**src/rtl/ecp_host_pkg.sv**
```systemverilog
package ecp_host_pkg;
  typedef enum logic [3:0] {
    ST_IDLE, ST_F_SETUP, ST_F_STROBE, ST_F_RELEASE,
    ST_R_TURN, ST_R_GRANT, ST_R_IDLE, ST_R_HOLD, ST_R_EXIT
  } ecp_state_t;

  function automatic logic cmd_is_addr(input logic is_cmd, input logic [7:0] b);
    return is_cmd & b[7];
  endfunction

  function automatic logic [6:0] cmd_field(input logic [7:0] b);
    return b[6:0];
  endfunction
endpackage

```
**src/rtl/ecp_sync.sv**
```systemverilog
module ecp_sync #(
  parameter int          W      = 1,
  parameter logic [W-1:0] RSTVAL = '0
) (
  input  logic         clk,
  input  logic         rst_n,
  input  logic [W-1:0] d_i,
  output logic [W-1:0] q_o
);
  logic [W-1:0] meta_q, sync_q;
  always_ff @(posedge clk or negedge rst_n) begin
    if (!rst_n) begin
      meta_q <= RSTVAL;
      sync_q <= RSTVAL;
    end else begin
      meta_q <= d_i;
      sync_q <= meta_q;
    end
  end
  assign q_o = sync_q;
endmodule

```
**src/rtl/ecp_stall_timer.sv**
```systemverilog
module ecp_stall_timer #(
  parameter int LIMIT = 64
) (
  input  logic clk,
  input  logic rst_n,
  input  logic waiting_i,
  input  logic restart_i,
  output logic stall_o
);
  localparam int CW = $clog2(LIMIT + 1);
  localparam logic [CW-1:0] CMAX = CW'(LIMIT);
  logic [CW-1:0] cnt_q;
  always_ff @(posedge clk or negedge rst_n) begin
    if (!rst_n)                   cnt_q <= '0;
    else if (restart_i || !waiting_i) cnt_q <= '0;
    else if (cnt_q != CMAX)       cnt_q <= cnt_q + 1'b1;
  end
  assign stall_o = waiting_i && (cnt_q == CMAX);
endmodule

```
**src/rtl/ecp_host_engine.sv**
```systemverilog
module ecp_host_engine
  import ecp_host_pkg::*;
#(
  parameter int STALL_CYCLES = 64,
  parameter int DW           = 8
) (
  input  logic          clk,
  input  logic          rst_n,
  input  logic          active_i,
  input  logic          rev_req_i,
  input  logic          fwd_valid_i,
  input  logic          fwd_cmd_i,
  input  logic [DW-1:0] fwd_byte_i,
  output logic          fwd_ready_o,
  output logic          sent_o,
  output logic          rev_valid_o,
  output logic          rev_cmd_o,
  output logic [DW-1:0] rev_byte_o,
  output logic          rev_is_addr_o,
  output logic [6:0]    rev_field_o,
  output logic          periph_req_o,
  output logic          stall_o,
  output logic          host_clk_o,
  output logic          host_ack_o,
  output logic          rev_req_n_o,
  output logic          active_o,
  output logic [DW-1:0] bus_out_o,
  output logic          bus_oe_o,
  input  logic [DW-1:0] bus_in_i,
  input  logic          periph_clk_i,
  input  logic          periph_ack_i,
  input  logic          ack_rev_n_i,
  input  logic          periph_req_n_i
);
  localparam int NCTL = 4;

  logic [NCTL-1:0] ctl_s;
  logic            pclk_s, pack_s, ackrev_n_s, preq_n_s;
  logic [DW-1:0]   data_s;

  ecp_sync #(.W(NCTL), .RSTVAL(4'b1101)) u_sync_ctl (
    .clk(clk), .rst_n(rst_n),
    .d_i({periph_clk_i, periph_req_n_i, periph_ack_i, ack_rev_n_i}),
    .q_o(ctl_s));
  ecp_sync #(.W(DW), .RSTVAL('0)) u_sync_data (
    .clk(clk), .rst_n(rst_n), .d_i(bus_in_i), .q_o(data_s));

  assign pclk_s     = ctl_s[3];
  assign preq_n_s   = ctl_s[2];
  assign pack_s     = ctl_s[1];
  assign ackrev_n_s = ctl_s[0];

  ecp_state_t    st_q, st_d;
  logic [DW-1:0] fbyte_q, rbyte_q;
  logic          fcmd_q, rtag_cmd_q, rvalid_q, rcmd_q, sent_q, active_q;
  logic          fwd_take, fwd_done, rev_edge_fall, rev_done, waiting;

  always_comb begin
    st_d = st_q;
    if (!active_i) st_d = ST_IDLE;
    else begin
      unique case (st_q)
        ST_IDLE:      if (rev_req_i) st_d = ST_R_TURN;
                      else if (fwd_valid_i && !pack_s) st_d = ST_F_SETUP;
        ST_F_SETUP:   st_d = ST_F_STROBE;
        ST_F_STROBE:  if (pack_s) st_d = ST_F_RELEASE;
        ST_F_RELEASE: if (!pack_s) st_d = ST_IDLE;
        ST_R_TURN:    st_d = ST_R_GRANT;
        ST_R_GRANT:   if (!ackrev_n_s) st_d = ST_R_IDLE;
                      else if (!rev_req_i) st_d = ST_R_EXIT;
        ST_R_IDLE:    if (!pclk_s) st_d = ST_R_HOLD;
                      else if (!rev_req_i) st_d = ST_R_EXIT;
        ST_R_HOLD:    if (pclk_s) st_d = ST_R_IDLE;
        ST_R_EXIT:    if (ackrev_n_s) st_d = ST_IDLE;
        default:      st_d = ST_IDLE;
      endcase
    end
  end

  assign fwd_ready_o   = active_i && (st_q == ST_IDLE) && !rev_req_i && !pack_s;
  assign fwd_take      = fwd_ready_o && fwd_valid_i;
  assign fwd_done      = (st_q == ST_F_STROBE) && (st_d == ST_F_RELEASE);
  assign rev_edge_fall = (st_q == ST_R_IDLE) && (st_d == ST_R_HOLD);
  assign rev_done      = (st_q == ST_R_HOLD) && (st_d == ST_R_IDLE);
  assign waiting       = st_q inside {ST_F_STROBE, ST_F_RELEASE, ST_R_GRANT,
                                      ST_R_HOLD, ST_R_EXIT};

  always_ff @(posedge clk or negedge rst_n) begin
    if (!rst_n) begin
      st_q <= ST_IDLE;  fbyte_q <= '0; fcmd_q <= 1'b0;
      rtag_cmd_q <= 1'b0; rvalid_q <= 1'b0; rcmd_q <= 1'b0; rbyte_q <= '0;
      sent_q <= 1'b0; active_q <= 1'b0;
    end else begin
      st_q     <= st_d;
      active_q <= active_i;
      sent_q   <= fwd_done;
      rvalid_q <= rev_done;
      if (fwd_take) begin
        fbyte_q <= fwd_byte_i;
        fcmd_q  <= fwd_cmd_i;
      end
      if (rev_edge_fall) rtag_cmd_q <= !pack_s;
      if (rev_done) begin
        rbyte_q <= data_s;
        rcmd_q  <= rtag_cmd_q;
      end
    end
  end

  ecp_stall_timer #(.LIMIT(STALL_CYCLES)) u_timer (
    .clk(clk), .rst_n(rst_n), .waiting_i(waiting),
    .restart_i(st_q != st_d), .stall_o(stall_o));

  always_comb begin
    unique case (st_q)
      ST_F_SETUP, ST_F_STROBE, ST_F_RELEASE: host_ack_o = !fcmd_q;
      ST_IDLE:                               host_ack_o = 1'b1;
      ST_R_HOLD:                             host_ack_o = 1'b1;
      default:                               host_ack_o = 1'b0;
    endcase
  end

  assign host_clk_o    = (st_q != ST_F_STROBE);
  assign rev_req_n_o   = !(st_q inside {ST_R_GRANT, ST_R_IDLE, ST_R_HOLD});
  assign bus_oe_o      = st_q inside {ST_IDLE, ST_F_SETUP, ST_F_STROBE, ST_F_RELEASE};
  assign bus_out_o     = fbyte_q;
  assign active_o      = active_q;
  assign sent_o        = sent_q;
  assign rev_valid_o   = rvalid_q;
  assign rev_cmd_o     = rcmd_q;
  assign rev_byte_o    = rbyte_q;
  assign rev_is_addr_o = cmd_is_addr(rcmd_q, rbyte_q);
  assign rev_field_o   = cmd_field(rbyte_q);
  assign periph_req_o  = !preq_n_s;
endmodule

```
**config.mk**
```make
export PLATFORM = sky130hd
export DESIGN_NAME = ecp_host_engine
export DESIGN_NICKNAME = d
export VERILOG_FILES = /design/src/rtl/ecp_host_pkg.sv /design/src/rtl/ecp_sync.sv /design/src/rtl/ecp_stall_timer.sv /design/src/rtl/ecp_host_engine.sv
export SDC_FILE = /design/constraint.sdc
export NUM_CORES = 1
export LEC_CHECK = 0
export BUFFER_PORTS_ARGS = -buffer_cell sky130_fd_sc_hd__buf_2
export CAP_MARGIN = 20
export CORE_UTILIZATION = 47
export CTS_CLUSTER_SIZE = 14
export DETAILED_ROUTE_END_ITERATION = 10
export PLACE_DENSITY = 0.85
export SYNTH_ARGS = -nofsm -noshare
export SYNTH_HDL_FRONTEND = slang
export SYNTH_SLANG_ARGS = --single-unit
```
**constraint.sdc**
```tcl
create_clock -name clk -period 1.5 [get_ports clk]
set_clock_uncertainty 0.15 [all_clocks]
set_input_delay 0.075 -clock clk [delete_from_list [all_inputs] [get_ports clk]]
set_output_delay 0.075 -clock clk [all_outputs]
set_load 0.01 [all_outputs]
```
== Word level (Yosys, flattened, before mapping) ==
Cells that the tools add are included.

* Add/subtract/negate cells: 1
* Equality and inequality tests: 15
* Muxes and demuxes: 14
* Bitwise logic cells: 1
* Reduce and logical (&&, ||, !) cells: 23

{| class="wikitable"
|+ Operators with widths
! kind !! count
|-
| 2-to-1 mux 4 bit || 10
|-
| case mux 4 bit (9 select lines) || 1
|-
| equality test 4 x 3 -> 1 bit, second input constant || 6
|-
| 2-to-1 mux 7 bit || 2
|-
| equality test 4 x 2 -> 1 bit, second input constant || 3
|-
| logical AND 1 bit || 9
|-
| adder 7 x 1 -> 7 bit, second input constant || 1
|-
| equality test 7 bit, second input constant || 1
|-
| inequality test 7 bit, second input constant || 1
|-
| logical NOT 1 bit || 6
|-
| nonzero test 5 bit || 1
|-
| equality test 4 x 1 -> 1 bit, second input constant || 1
|-
| equality test 4 bit, second input constant || 1
|-
| logical NOT 4 bit || 1
|-
| inequality test 4 x 2 -> 1 bit, second input constant || 1
|-
| inequality test 4 bit || 1
|-
| nonzero test 4 bit || 1
|-
| nonzero test 3 bit || 1
|-
| OR reduction 3 bit || 1
|-
| case mux 1 bit (2 select lines) || 1
|-
| nonzero test 2 bit || 1
|-
| OR reduction 2 bit || 1
|-
| bitwise AND 1 bit || 1
|-
| logical OR 1 bit || 1
|}

* Flip-flop bits (word level): 57
* Input bits: 26
* Output and inout port bits: 35
* Logic and storage cells: 68

== Depth between registers and ports, before layout ==
Gate-level depths: netlist of run 1.

* Depth after elaboration: 9
* Gate-level depth with buffers: 7
* Mapped depth without buffers: 6

== By module ==
From an unflattened synthesis of run 1, not the netlist that was laid out.

* Cell total of the unflattened synthesis: 186
* Area, all modules: 2402.3 µm²

{| class="wikitable"
|+ By module, submodules not included
! module !! instances !! cells an instance !! area an instance (µm²)
|-
| ecp_host_engine || 1 || 121 || 1406.3
|-
| ecp_sync at u_sync_data || 1 || 16 || 400.4
|-
| ecp_stall_timer || 1 || 41 || 387.9
|-
| ecp_sync at u_sync_ctl || 1 || 8 || 207.7
|}

== Least setup slack after synthesis of run 1 ==
OpenSTA, ideal clock, no wires.

* Path type: reg-to-reg
* Start point: register u_sync_ctl.sync_q[3] (netlist: u_sync_ctl.q_o[3])
* End point: register rbyte_q[1] (netlist: rev_byte_o[1])
* Library setup time: 0.125 ns
* Arrival time: 1.336 ns
* Required time: 1.225 ns
* Path slack: -0.111 ns
* Cell stages (with the launch flop): 6
* Buffers on the path: 1
* Period minus slack after synthesis: 1.611 ns
* Cells stage by stage: dfstp_2 inv_1 nor4_1 nand2_1 buf_6 mux2_4

* Word-level cells in the longest chain between the ends: 5
* Elaborated cells between the ends (all ways): 6
* Those cells by class: eq/ne (1); mux (4); reduce/logical (1)

{| class="wikitable"
|+ Ends and longest elaborated chain
! item !! line !! source
|-
| start, declared || ecp_sync.sv:10 || <nowiki>logic [W-1:0] meta_q, sync_q;</nowiki>
|-
| start signal, assigned || ecp_sync.sv:17 || <nowiki>sync_q <= meta_q;</nowiki>
|-
| 2-to-1 mux 4 bit, on equally long branches || ecp_host_engine.sv:73, ecp_host_engine.sv:71 ||
|-
| case mux 4 bit (9 select lines) * || ecp_host_engine.sv:62 || <nowiki>unique case (st_q)</nowiki>
|-
| 2-to-1 mux 4 bit * || ecp_host_engine.sv:60 || <nowiki>if (!active_i) st_d = ST_IDLE;</nowiki>
|-
| equality test 4 x 3 -> 1 bit * || ecp_host_engine.sv:84 || <nowiki>assign rev_done = (st_q == ST_R_HOLD) && (st_d == ST_R_IDLE);</nowiki>
|-
| logical AND 1 bit * || ecp_host_engine.sv:84 ||
|-
| end signal, assigned || ecp_host_engine.sv:104 || <nowiki>rbyte_q <= data_s;</nowiki>
|-
| end, declared || ecp_host_engine.sv:54 || <nowiki>logic [DW-1:0] fbyte_q, rbyte_q;</nowiki>
|}

Mark *: on every way between the ends. The rest lies on a longest branch, timed or not.
A chain may end at the register's enable or synchronous reset.

== Worst setup path after layout of run 1 ==
* Start point: register st_q[3]
* End point: output stall_o

* Word-level cells in the longest chain between the ends: 3
* Elaborated cells between the ends (all ways): 7
* Those cells by class: eq/ne (5); reduce/logical (2)

{| class="wikitable"
|+ Ends and longest elaborated chain
! item !! line !! source
|-
| start, declared || ecp_host_engine.sv:53 || <nowiki>ecp_state_t st_q, st_d;</nowiki>
|-
| start signal, assigned || ecp_host_engine.sv:94 || <nowiki>st_q <= st_d;</nowiki>
|-
| equality test 4 x 2 -> 1 bit (tied with other cells) || ecp_host_engine.sv:85 || <nowiki>assign waiting = st_q inside {ST_F_STROBE, ST_F_RELEASE, ST_R_GRANT,</nowiki>
|-
| nonzero test 5 bit * || ecp_host_engine.sv:85 ||
|-
| logical AND 1 bit * || ecp_stall_timer.sv:18 || <nowiki>assign stall_o = waiting_i && (cnt_q == CMAX);</nowiki>
|-
| end, declared || ecp_host_engine.sv:22 || <nowiki>output logic stall_o,</nowiki>
|}

Marks and branches as above.

==> impl_metrics.json, run 1 <==
{
  "outcome": "complete, but fails checks",
  "violations": "setup timing",
  "clk_latency_ps": 350,
  "drtIter0Drc": 105,
  "min_path_type": "primary input to async pin",
  "synth_ff_type": "dfrtp_1",
  "peakVddDrop_v": 0.00132,
  "area_delta_synth_final_pct": 63.7,
  "hold_ws_ps": 91.4,
  "grt_usage": 0.264,
  "cp_max_fo": 7,
  "placed_cells": 326,
  "grt_pass1_wl_um": 9940,
  "cp-end-kind": "primary output",
  "syn-instance-count": 182,
  "rsz0062_at_grt": "yes",
  "wl_per_cell_um": 19.1,
  "clkPwrFrac": 0.337,
  "syn_nets": 210,
  "fin_crit_sh": 1.31,
  "required_ps": 1270,
  "ys.warnings.count": 0,
  "crit_type": "flop to primary output",
  "root_buffer": "clkbuf_8",
  "fin_tns_setup_ps": -9080,
  "postRouteAntennaNets": 0,
  "cp-start-kind": "flop",
  "p_sw_frac": 0.294,
  "leakagePower_nw": 1.86,
  "tightestPinTransition_ps": 522,
  "hold_violations": 0,
  "layout_setup_ws_ps": -463,
  "syn_area_mm2": 0.00234,
  "rows": 25,
  "synth.yosys.seq_area_share": 0.612,
  "drc": 0,
  "dp_slack_ps": -268,
  "clk_pin_slew_ps": 80,
  "routed-via-count": 2061,
  "first_pass_iters": 4,
  "die_area_mm2": 0.00527,
  "ys_async_sr_fraction": 1.00,
  "antenna_found_initial": 0,
  "worst-endpoint-arrival_ps": 1740,
  "numCtsBuffers": 9,
  "pwr-share-seq": 0.380,
  "io_buffers": 60,
  "setup_viol": 35,
  "powerDensity_mw_per_mm2": 1280,
  "gp_congestion": 0.934,
  "cts.sinks": 57,
  "fill_cells": 266,
  "yosysUniqueCellTypes": 45,
  "cts_tree": "yes",
  "r2r_slack_ps": -410,
  "synth_edf_count": 0,
  "n_antenna_cell": 0,
  "io_pins": 61,
  "drive_gt1_frac": 0.593,
  "final_cell_count_no_fill": 391,
  "power_switching_mw": 1.44,
  "clockBufferDepth": 2,
  "initial_core_util": 0.493,
  "die_w_um": 72.6,
  "overflow": 0,
  "drv_cap": 0,
  "intPower_mw": 3.45,
  "nNetsFinal": 347,
  "max_freq_mhz": 510,
  "max-slew-margin-rel": 0.652,
  "viasPerCell": 5.27,
  "die_h_um": 72.6,
  "hpwl_um": 3760,
  "min_period_ps": 1960,
  "wirelength_um": 7470,
  "drv_slew": 0,
  "syn_avg_cell_area_um2": 12.9,
  "ys_seq_elements": 57,
  "ctsHtreeMaxLevel": 3,
  "core-area_mm2": 0.00475,
  "grt_max_degree": 21,
  "grt_pass1_vias": 2021,
  "pwr-share-comb": 0.283
}
-- metrics by stage --
step	cell area, µm²	power (mW)	util
CTS	3570	4.57	0.752
floorplan	2380	2.33	-
global route	3830	5.07	0.807
global placement	2930	2.72	0.616
detailed placement	2930	2.76	0.616
finish	3830	4.89	0.807
-- registers in the layout, indices dropped and copies added (netlist names) --
name,flops
rtag_cmd_q,1
u_sync_ctl.q_o,4
fcmd_q,1
bus_out_o,8
u_timer.cnt_q,7
st_q,4
rev_valid_o,1
active_o,1
sent_o,1
u_sync_data.q_o,8
u_sync_data.meta_q,8
u_sync_ctl.meta_q,4
rev_cmd_o,1
rev_byte_o,8
-- Yosys cell counts, drive strengths merged (2+ instances only) --
library cell	instances	share of area
a21o	2	0.0064
nand3	7	0.015
buf	12	0.038
nor4	2	0.0053
xnor2	3	0.011
nor3	3	0.0085
nor2b	2	0.0053
mux2	17	0.093
dfrtp	51	0.54
nor2	17	0.032
ha	2	0.011
inv	9	0.014
o21ai	5	0.011
dfstp	6	0.067
xor2	3	0.011
nand2b	2	0.0053
o32ai	2	0.0075
o311ai	2	0.015
and2	2	0.0053
a21oi	5	0.011
nand3b	2	0.0064
a31oi	3	0.0080
nand2	9	0.014
and3	2	0.0053
-- cell families after synthesis --
family / synth area share
mux: 0.0972
simple gates: 0.132
fa+ha+maj: 0.0107
xor+xnor: 0.0224
buf+inv: 0.0523
compound gates: 0.0727
flops: 0.612
-- critical path, cell delays in order (launching register included) --
cell and delay [ps]:
dfrtp_1 440, buf_6 180, nor2b_2 180, a21oi_2 40, nor2_1 140, a21oi_1 70
nor2_1 170, buf_2 170
-- cell type report --
type                            count  area [µm²]  area share
Inverter                            9        38.8      0.0101
Timing Repair Buffer              137        1080       0.281
Multi-Input combinational cell    105         970       0.253
Clock inverter                      6        88.8      0.0232
Sequential cell                    57        1440       0.375
Clock buffer                       10         138      0.0359
Tap cell                           67        83.8      0.0219
-- cell usage in the layout, fill, tap and decap left out, drive strengths merged, types with 2 or more instances in the layout --
| cell | instances |
|---|---|
| xor2 | 3 |
| dlygate4sd3 | 24 |
| nand2 | 9 |
| xnor2 | 3 |
| nor4 | 2 |
| and2 | 2 |
| a21oi | 5 |
| nand2b | 2 |
| and3 | 2 |
| inv | 9 |
| a21o | 2 |
| clkbuf | 10 |
| o32ai | 2 |
| dfstp | 6 |
| ha | 2 |
| nor2 | 17 |
| clkinvlp | 2 |
| mux2 | 17 |
| buf | 113 |
| nor2b | 2 |
| nand4 | 2 |
| a31oi | 3 |
| nand3b | 2 |
| dfrtp | 51 |
| nand3 | 7 |
| o21ai | 5 |
| clkinv | 2 |
| nor3 | 3 |
| o311ai | 2 |
| bufinv | 2 |
-- final timing paths --
| kind | cells after the start | to | startpoint |
|---|---|---|---|
| max | 7 | stall_o | st_q[3]$_DFF_PN0_ |
| min reg2reg | 0 | u_sync_data.q_o[7]$_DFF_PN0_ | u_sync_data.meta_q[7]$_DFF_PN0_ |
| max in group asynchronous | 3 | u_sync_ctl.meta_q[3]$_DFF_PN1_ | rst_n |
| max reg2reg | 6 | u_timer.cnt_q[6]$_DFFE_PN0P_ | st_q[2]$_DFF_PN0_ |
| min in group clk | 3 | bus_out_o[4]$_DFFE_PN0P_ | active_i |
| min | 2 | u_sync_data.q_o[3]$_DFF_PN0_ | rst_n |
-- metal layers --
layer  wire [µm]  track usage
met2        3870        0.453
met5           0            0
met1        2920        0.305
met3         421       0.0580
met4         252        0.155
-- repair_timing --
action | 4_1_cts | 5_1_grt
setup buffers | 11 | 15
pin swaps | 10 | 24
gates resized for setup | 19 | 45
endpoints found under the hold margin | 77 | 0
hold buffers | 24 | 0
endpoints found under the setup margin | 36 | 38
cloned | 1 | 0
-- power groups by stage --
| stage | Combinational (mW) | Clock, mW | Sequential (mW) |
|---|---|---|---|
| finish | 1.39 | 1.65 | 1.86 |
| global route | 1.45 | 1.74 | 1.88 |
| CTS | 1.09 | 1.64 | 1.84 |
| detailed placement | 0.896 | 0 | 1.86 |
| global placement | 0.874 | 0 | 1.85 |
| floorplan | 0.427 | 0 | 1.90 |
Power figures use the tool's default switching activity.
==> run 2: changes to the inputs <==
--- a/config.mk
+++ b/config.mk
@@ -6,4 +6,5 @@
 export NUM_CORES = 1
 export LEC_CHECK = 0
+export ABC_AREA = 1
 export BUFFER_PORTS_ARGS = -buffer_cell sky130_fd_sc_hd__buf_2
 export CAP_MARGIN = 20
@@ -11,5 +12,5 @@
 export CTS_CLUSTER_SIZE = 14
 export DETAILED_ROUTE_END_ITERATION = 10
-export PLACE_DENSITY = 0.85
+export PLACE_DENSITY = 0.84
 export SYNTH_ARGS = -nofsm -noshare
 export SYNTH_HDL_FRONTEND = slang
--- a/constraint.sdc
+++ b/constraint.sdc
@@ -3,3 +3,3 @@
 set_input_delay 0.075 -clock clk [delete_from_list [all_inputs] [get_ports clk]]
 set_output_delay 0.075 -clock clk [all_outputs]
-set_load 0.01 [all_outputs]
+set_load 0.05 [all_outputs]
==> impl_metrics.json, run 2 <==
{
  "outcome": "complete, but fails checks",
  "violations": "setup timing",
  "first_pass_iters": 4,
  "hold_ws_ps": 104,
  "final_cell_area_mm2": 0.00409,
  "synth_top_cell_by_area": "dfrtp_1",
  "crit_type": "flop to flop",
  "fin_util": 0.800,
  "cp-start-kind": "flop",
  "fin_crit_sh": 1.31,
  "leakagePower_nw": 2.12,
  "syn_avg_cell_area_um2": 10.3,
  "pwr-share-comb": 0.460,
  "placed_cells": 406,
  "r2r_end": "rev_byte_o[3]$_DFFE_PN0P_",
  "power_switching_mw": 2.77,
  "initial_core_util": 0.486,
  "crit_path_cell_trace": "buf_4 -> nand2_1 -> inv_1 -> nor2_1 -> nor2_1 -> nor2_1 -> nand2_2 -> nand2_4 -> nand2_8 -> inv_8 -> nand2_2 -> nand2_1",
  "root_buffer": "clkbuf_8",
  "numCtsBuffers": 9,
  "yosysUniqueCellTypes": 28,
  "cp_max_fo": 11,
  "antenna_found_initial": 0,
  "ys_async_sr_fraction": 1.00,
  "hold_violations": 0,
  "final_cell_mix": "54 x buf_2, 47 x nand2_1, 47 x dfrtp_1, 43 x buf_4, 24 x dlygate4sd3_1",
  "powerDensity_mw_per_mm2": 1700,
  "area_delta_synth_final_pct": 64.7,
  "synth_edf_count": 0,
  "synth.top_cells.by_count": "63 x nand2_1, 51 x dfrtp_1, 20 x inv_1",
  "postRouteAntennaNets": 0,
  "r2r_slack_ps": -460,
  "reg2reg_depth": 12,
  "dp_slack_ps": -361,
  "syn_nets": 269,
  "multi_input_area_mm2": 0.00111,
  "ys_seq_elements": 57,
  "required_ps": 1630,
  "finalPower_mw": 6.93,
  "synth_ff_type": "dfrtp_1",
  "core-area_mm2": 0.00511,
  "drc": 0,
  "viasPerCell": 5.00,
  "intPower_mw": 4.16,
  "slowest_stage": "dfrtp_2",
  "n_antenna_cell": 0,
  "tightestPinTransition_ps": 472,
  "io_pins": 61,
  "drive_gt1_frac": 0.565,
  "wirelength_um": 7830,
  "grt_pass1_vias": 2329,
  "gp_congestion": 0.992,
  "final_cell_count_no_fill": 461,
  "grt_usage": 0.268,
  "timing.rr.start": "st_q[0]$_DFF_PN0_",
  "clk_latency_ps": 350,
  "hpwl_um": 3980,
  "placed_area_mm2": 0.00321,
  "layout_setup_ws_ps": -461,
  "setup_viol": 38,
  "syn-instance-count": 241,
  "peakVddDrop_v": 0.00173,
  "grt_max_degree": 40,
  "cp-end-kind": "flop",
  "min_path_type": "primary input to async pin",
  "clkPwrFrac": 0.260,
  "yosys.area.top_type_share": 0.515,
  "critPathMostFrequentCell": "nor2_1",
  "timing.critical_path.slowest_cell_delay_ps": 470,
  "clk_pin_slew_ps": 80,
  "rows": 26,
  "cts_tree": "yes",
  "rsz0062_at_grt": "yes",
  "drv_slew": 0,
  "pwr-share-seq": 0.281,
  "die_h_um": 74.6,
  "p_sw_frac": 0.399,
  "fin_tns_setup_ps": -13870,
  "drv_cap": 0,
  "wl_per_cell_um": 17.0,
  "routed-via-count": 2307,
  "die_area_mm2": 0.00557,
  "layout_commonest_cell": "buf_2",
  "yosysMostFrequentCell": "nand2_1",
  "max-slew-margin-rel": 0.685,
  "grt_pass1_wl_um": 10600,
  "clockBufferDepth": 2,
  "min_period_ps": 1960,
  "syn_area_mm2": 0.00248,
  "worst-endpoint-arrival_ps": 2090,
  "drtIter0Drc": 142,
  "synthTopCellsByArea": "dfrtp_1 51%, nand2_1 9.5%, dfstp_2 6.4%, mux2_1 4.1%, inv_1 3.0%",
  "cts.sinks": 57,
  "fill_cells": 301,
  "synth.yosys.seq_area_share": 0.578,
  "io_buffers": 60,
  "regArea_mm2": 0.00144,
  "ctsHtreeMaxLevel": 3,
  "overflow": 0,
  "ys.warnings.count": 0,
  "die_w_um": 74.6,
  "max_freq_mhz": 510,
  "crit_path_start": "st_q[0]$_DFF_PN0_",
  "nNetsFinal": 414
}
run 2: cell types whose count changed after synthesis, sizes merged, moves of 3 or more:
cell / before / now
buf: 12 / 9
nor3: 3 / 9
mux2: 17 / 9
nor2: 17 / 21
xor2: 3 / 6
nand3: 7 / 13
nand2: 9 / 74
nand4: 1 / 4
xnor2: 3 / 0
inv: 9 / 26
run 2: final cells by class:
class | count | share of cell area
inverter | 26 | 0.0263
clock buffer | 9 | 0.0303
sequential | 57 | 0.352
timing repair buffer | 141 | 0.264
tap | 70 | 0.0214
timing repair inverter | 1 | 0.00214
multi-input combinational | 150 | 0.272
clock inverter | 7 | 0.0312
run 2: logic make-up after synthesis:
logic type,after synthesis,share of synthesized area
buffers and inverters,35,0.0716
and+or+nand+nor,121,0.253
muxes,9,0.0409
AOI/OAI and AO/OA,11,0.0247
adders and majority gates,2,0.0101
DFF,57,0.578
xor gates and xnor gates,6,0.0212
run 2: power groups by stage:
stage               registers, mW  clock network, mW  logic (mW)
floorplan                    2.34                  0        1.09
global placement             1.92                  0        2.25
detailed placement           1.93                  0        2.28
CTS                          1.92               1.81        2.74
global route                 1.96               1.89        3.33
finish                       1.95               1.80        3.19
run 2: worst max-delay path by stage:
stage | to | slack, ps | cells after the start
6_report | rev_byte_o[3]$_DFFE_PN0P_ | -460 | 12
5_1_grt | u_timer.cnt_q[0]$_DFFE_PN0P_ | -560 | 12
4_1_cts | fwd_ready_o | -410 | 6
3_5_place_dp | u_timer.cnt_q[3]$_DFFE_PN0P_ | -360 | 9
3_3_place_gp | rev_byte_o[3]$_DFFE_PN0P_ | -340 | 9
2_1_floorplan | bus_out_o[0]$_DFFE_PN0P_ | -780 | 6
run 2: routing by layer:
metal	global-route usage	routed length, µm	vias to the layer above
li1	-	-	1047
met4	0.184	353	0
met5	0	0	-
met3	0.0643	325	36
met1	0.269	2850	1123
met2	0.489	4300	101
run 2: timing repair:
item,CTS,global route
hold buffers,24,0
resized for setup,42,32
endpoints found under the hold margin,79,0
setup buffers,9,8
gates cloned,1,1
endpoints found under the setup margin,37,38
pin swaps,9,14
run 2: worst max-delay path, delay by kind of cell, from the launching register on:
kind / cells / cell delay, ps
simple gates: 9 / 940
flops: 1 / 470
buf+inv: 3 / 330
